## src/rtl/vend_pkg.sv

```systemverilog
// Package vend_pkg
// Purpose: types and constants shared by the vending credit controller.
// Assumes: credit is counted in whole 10-unit steps and the price is three steps.
package vend_pkg;

    localparam int unsigned CREDIT_W    = 2;
    localparam int unsigned PRICE_STEPS = 3;

    typedef enum logic [CREDIT_W-1:0] {
        CR_0  = 2'd0,
        CR_10 = 2'd1,
        CR_20 = 2'd2
    } credit_e;

    typedef enum logic [1:0] {
        COIN_NONE  = 2'd0,
        COIN_SMALL = 2'd1,
        COIN_LARGE = 2'd2
    } coin_e;

endpackage

```

## src/rtl/vend_coin_decode.sv

```systemverilog
// Module vend_coin_decode
// Purpose: turns the two coin strobes into one coin code.
// Assumes: the two strobes raised together is an illegal case, and it reads as no coin.
module vend_coin_decode
    import vend_pkg::*;
(
    input  logic  small_i,
    input  logic  large_i,
    output coin_e coin_o
);

    // Decode: only a single strobe on its own counts as a coin.
    always_comb begin
        unique case ({large_i, small_i})
            2'b01:   coin_o = COIN_SMALL;
            2'b10:   coin_o = COIN_LARGE;
            default: coin_o = COIN_NONE;
        endcase
    end

endmodule

```

## src/rtl/vend_credit_step.sv

```systemverilog
// Module vend_credit_step
// Purpose: next-credit and purchase logic, purely combinational.
// Assumes: the total can reach at most one step above the price, so change is one coin at most.
module vend_credit_step
    import vend_pkg::*;
(
    input  credit_e credit_i,
    input  coin_e   coin_i,
    output credit_e credit_o,
    output logic    vend_o,
    output logic    change_o
);

    localparam int unsigned SUM_W = CREDIT_W + 1;

    logic [SUM_W-1:0] add_steps;
    logic [SUM_W-1:0] total;

    // Coin value in 10-unit steps.
    always_comb begin
        unique case (coin_i)
            COIN_SMALL: add_steps = SUM_W'(1);
            COIN_LARGE: add_steps = SUM_W'(2);
            default:    add_steps = SUM_W'(0);
        endcase
    end

    // Add the coin and decide whether a purchase completes.
    always_comb begin
        total    = SUM_W'(credit_i) + add_steps;
        vend_o   = (total >= SUM_W'(PRICE_STEPS));
        change_o = (total >  SUM_W'(PRICE_STEPS));
        if (vend_o) begin
            credit_o = CR_0;
        end else begin
            credit_o = credit_e'(total[CREDIT_W-1:0]);
        end
    end

endmodule

```

## src/rtl/vend_state_reg.sv

```systemverilog
// Module vend_state_reg
// Purpose: holds the credit and the registered purchase pulses.
// Assumes: synchronous reset, active low.
module vend_state_reg
    import vend_pkg::*;
(
    input  logic    clk_i,
    input  logic    rst_ni,
    input  credit_e credit_d,
    input  logic    vend_d,
    input  logic    change_d,
    output credit_e credit_q,
    output logic    vend_q,
    output logic    change_q
);

    // Load the next credit and outputs; reset clears them all.
    always_ff @(posedge clk_i) begin
        if (!rst_ni) begin
            credit_q <= CR_0;
            vend_q   <= 1'b0;
            change_q <= 1'b0;
        end else begin
            credit_q <= credit_d;
            vend_q   <= vend_d;
            change_q <= change_d;
        end
    end

endmodule

```

## src/rtl/vend_credit_ctrl.sv

```systemverilog
// Module vend_credit_ctrl
// Purpose: top of the vending credit controller. It adds up 10- and 20-unit coins
//          and pulses vend (and change when the total is 40) once 30 is reached.
// Assumes: each coin strobe is high for one cycle; both strobes together are ignored.
module vend_credit_ctrl
    import vend_pkg::*;
(
    input  logic clk_i,
    input  logic rst_ni,
    input  logic coin_small_i,
    input  logic coin_large_i,
    output logic vend_o,
    output logic change_o
);

    coin_e   coin;
    credit_e credit_q;
    credit_e credit_d;
    logic    vend_d;
    logic    change_d;

    vend_coin_decode u_decode (
        .small_i (coin_small_i),
        .large_i (coin_large_i),
        .coin_o  (coin)
    );

    vend_credit_step u_step (
        .credit_i (credit_q),
        .coin_i   (coin),
        .credit_o (credit_d),
        .vend_o   (vend_d),
        .change_o (change_d)
    );

    vend_state_reg u_reg (
        .clk_i    (clk_i),
        .rst_ni   (rst_ni),
        .credit_d (credit_d),
        .vend_d   (vend_d),
        .change_d (change_d),
        .credit_q (credit_q),
        .vend_q   (vend_o),
        .change_q (change_o)
    );

endmodule

```

## config.mk

```make
export PLATFORM = sky130hd
export DESIGN_NAME = vend_credit_ctrl
export DESIGN_NICKNAME = d
export VERILOG_FILES = /design/src/rtl/vend_pkg.sv /design/src/rtl/vend_coin_decode.sv /design/src/rtl/vend_credit_step.sv /design/src/rtl/vend_state_reg.sv /design/src/rtl/vend_credit_ctrl.sv
export SDC_FILE = /design/constraint.sdc
export NUM_CORES = 1
export LEC_CHECK = 0
export CORE_AREA = 2 2 39 41
export DETAILED_ROUTE_END_ITERATION = 12
export DIE_AREA = 0 0 41 43
export PLACE_DENSITY = 0.38
export SLEW_MARGIN = 30
export SYNTH_ARGS = -nofsm -noshare
export SYNTH_HDL_FRONTEND = slang
export SYNTH_SLANG_ARGS = --single-unit
```

## constraint.sdc

```tcl
create_clock -name clk_i -period 1.8 [get_ports clk_i]
set_clock_uncertainty 0.2 [all_clocks]
set_input_delay 0.45 -clock clk_i [delete_from_list [all_inputs] [get_ports clk_i]]
set_output_delay 0.45 -clock clk_i [all_outputs]
set_load 0.02 [all_outputs]
```

==> metrics, run 1 <==
grt ovf=0; worst setup margin=roughly 21 ps; Pwr Total=0.2466 mW; Least-Margin Pin Slew=~220 ps; CTS Buf Count=3; Post-Synth XOR/XNOR Area=0%; post-place setup slack=-470.7 ps; Synth area leader=dfxtp_1; worst vdd ir=between 0.0002 and 0.00025 V; CP peak stage delay=roughly 580 ps; hold buffer count at cts=0; Syn Inst Count=13; share of the synthesized area in the top cell type=47.41%; adder-cell share of the synthesized area=around a fifth; die height=43 um; PwrDens=916.7 nW/um^2; 1st-iter DRT viols=1; max_cap viols=0; Compound-Gate Fraction of Synth Area=under 10%; later-pin clock latency in the skew report=about 240 ps; Critical Path Slowest Stage Cell=fa_1; flops & latches, synth=4; relative slew slack=85.00%; status=finished, final reports clean; RSZ-0062 raised after global routing=false; worst setup path class=in2reg; Net Count, Synth=19; period utilization=a little over nine tenths; GP Congestion=0.4625; CTS tree=yes; htree depth=1; Area contributors post-synth=dfxtp_1, and4bb_2, fa_1; final instance area=~270 sq um; Netlist Area Pre-Place=roughly 170 sq um; Max Buffers Root-to-Sink=2; post-layout min period=1779 ps; fraction of registers with async set/reset=0%; WL final=roughly 330 um; top cells by count, synth=dfxtp_1, nor2b_1, and4bb_2; Area Growth Syn to Fin=59.26%; # DRC=0; Die X=approximately 41 um; worst endpoint data arrival time=~1700 ps; Worst-path clk slew=~40 ps; post-placement cell area=about 240 sq um; Final nets=29; I/O Pins=6; DR vias=~120; post-synthesis mux area share=0%; library cells used by synthesis=7; Final Max Tran Viols=0; vias per inst=between 3 and 4; GRT Total Usage=4.925%; syn_area_per_cell=approximately 13 sq um; post-DR wirelength/cell=9.027 um; first-pass GRT wire length=roughly 520 um; Worst Setup Start Kind=input pin; critical-path cell list=clkdlybuf4s15_2, nor2b_4, ha_2, fa_1, and4bb_2; largest net degree at the start of global routing=5; remaining antenna violation count=0; number of global-route vias before repair=between 100 and 150; Main synth FF type=dfxtp_1; Post-CTS Setup Bufs=0; Pre-antenna DRT Iters=2; worst endpoint required time=1720 ps; register area share after synthesis=between 40% and 50%; CP endpoint kind=register; final setup vio count=0; Core ar.=1384 sq um; leakage=0.1292 nW; die area=between 1500 and 2000 sq um; Crit Path Max Fanout=3; HP Class=reg2reg; number of synthesized flops with an enable pin=0; simple-gate share of the synthesized area=about 30%; ant diodes=0; Fmax achieved=around 560 MHz; Initial Utilization=between 10 and 15%; PortBufs=5; proportion of layout cells with a drive suffix above 1=47.62%; most frequent cell after synthesis=dfxtp_1; clk sinks=4; CTS root buffer=clkbuf_4; row count=14; largest family of logic cells by synthesized area=simple AND/OR/NAND/NOR gates; initial antenna violation count=0; final hold vios=0; Ys Warns=0
-- kinds of logic after synthesis --
| family | Yosys count |
|---|---|
| adder cells (fa/ha/maj) | 2 |
| AO/OA/AOI/OAI | 1 |
| flip-flops | 4 |
| AND/OR/NAND/NOR | 6 |
-- power by group --
part           switching, mW  internal [mW]
registers            0.00182         0.0952
logic                 0.0149         0.0207
clock network         0.0392         0.0748
total                 0.0559          0.191
-- repair_timing --
item / in CTS / in global routing
endpoints found under the setup margin: 5 / 1
gates resized for setup: 11 / 1
gates cloned: 0 / 0
pin swaps: 3 / 0
-- worst paths after layout --
| check | startpoint | endpoint | slack (ps) | cells past startpoint |
|---|---|---|---|---|
| hold reg to reg | u_reg.credit_q[0] | u_reg.vend_q | 460 | 3 |
| hold / removal | u_reg.credit_q[0] | u_reg.vend_q | 460 | 3 |
| setup / recovery | coin_large_i | u_reg.credit_q[0] | 20 | 5 |
| setup reg to reg | u_reg.credit_q[0] | u_reg.credit_q[0] | 200 | 3 |
-- flip-flops by register name, indices dropped and copies added (netlist names) --
register / flops
u_reg.change_q: 1
u_reg.vend_q: 1
u_reg.credit_q: 2
-- area by class of cell --
| class | count | area, sq um |
|---|---|---|
| sequential | 4 | 80.08 |
| multi-input combinational | 9 | 98.84 |
| clock buffer | 3 | 22.52 |
| timing repair buffer | 5 | 47.55 |
| fill | 157 | 1115 |
| tap | 16 | 20.02 |
-- metal layers --
| layer | vias to the layer above | part of all wire, % | GRT usage [%] |
|---|---|---|---|
| li1 | 62 | - | - |
| met4 | 0 | 0 | 6.000 |
| met5 | - | 0 | 0 |
| met3 | 0 | 12 | 3.141 |
| met2 | 6 | 40 | 4.688 |
| met1 | 55 | 48 | 6.129 |
-- cells in the final DEF (no fill, tap or decap) --
master	n
dfxtp_1	4
clkbuf_4	3
and4bb_2	2
nor2b_1	2
and2_2	1
a21oi_1	1
nor2b_4	1
fa_1	1
ha_2	1
clkdlybuf4s15_2	1
buf_2	1
clkdlybuf4s50_1	1
dlygate4sd2_1	1
dlymetal6s2s_1	1
-- through the flow --
| step | TNS [ps] | util, % | std cells | hold slack (ps) |
|---|---|---|---|---|
| floorplan | 0 | - | 13 | 378.2 |
| global placement | -1541 | 17.27 | 34 | 451.1 |
| detailed placement | -1642 | 17.27 | 34 | 454.3 |
| CTS | 0 | 19.26 | 37 | 467.3 |
| global route | 0 | 19.44 | 37 | 501.0 |
| finish | 0 | 19.44 | 37 | 457.0 |
-- worst max-delay path, delay by kind of cell --
| kind | cells | cell delay (ps) |
|---|---|---|
| and+or+nand+nor | 2 | 290 |
| buffers and inverters | 1 | 200 |
| adders and majority gates | 2 | 760 |
Note: power is estimated with default switching activity, not from simulation.
==> run 2: changes to the inputs <==
--- a/config.mk
+++ b/config.mk
@@ -5,6 +5,7 @@
 export SDC_FILE = /design/constraint.sdc
 export NUM_CORES = 1
 export LEC_CHECK = 0
+export ABC_AREA = 0
 export CORE_AREA = 2 2 39 41
 export DETAILED_ROUTE_END_ITERATION = 12
 export DIE_AREA = 0 0 41 43
==> results of run 2 <==
No change in the layout: final DEF, timing and power equal those of run 1.
==> run 3: changes to the inputs <==
--- a/config.mk
+++ b/config.mk
@@ -6,6 +6,7 @@
 export NUM_CORES = 1
 export LEC_CHECK = 0
 export ABC_AREA = 0
+export CAP_MARGIN = 30
 export CORE_AREA = 2 2 39 41
 export DETAILED_ROUTE_END_ITERATION = 12
 export DIE_AREA = 0 0 41 43
==> results of run 3 <==
No change in the layout: final DEF, timing and power equal those of run 1.
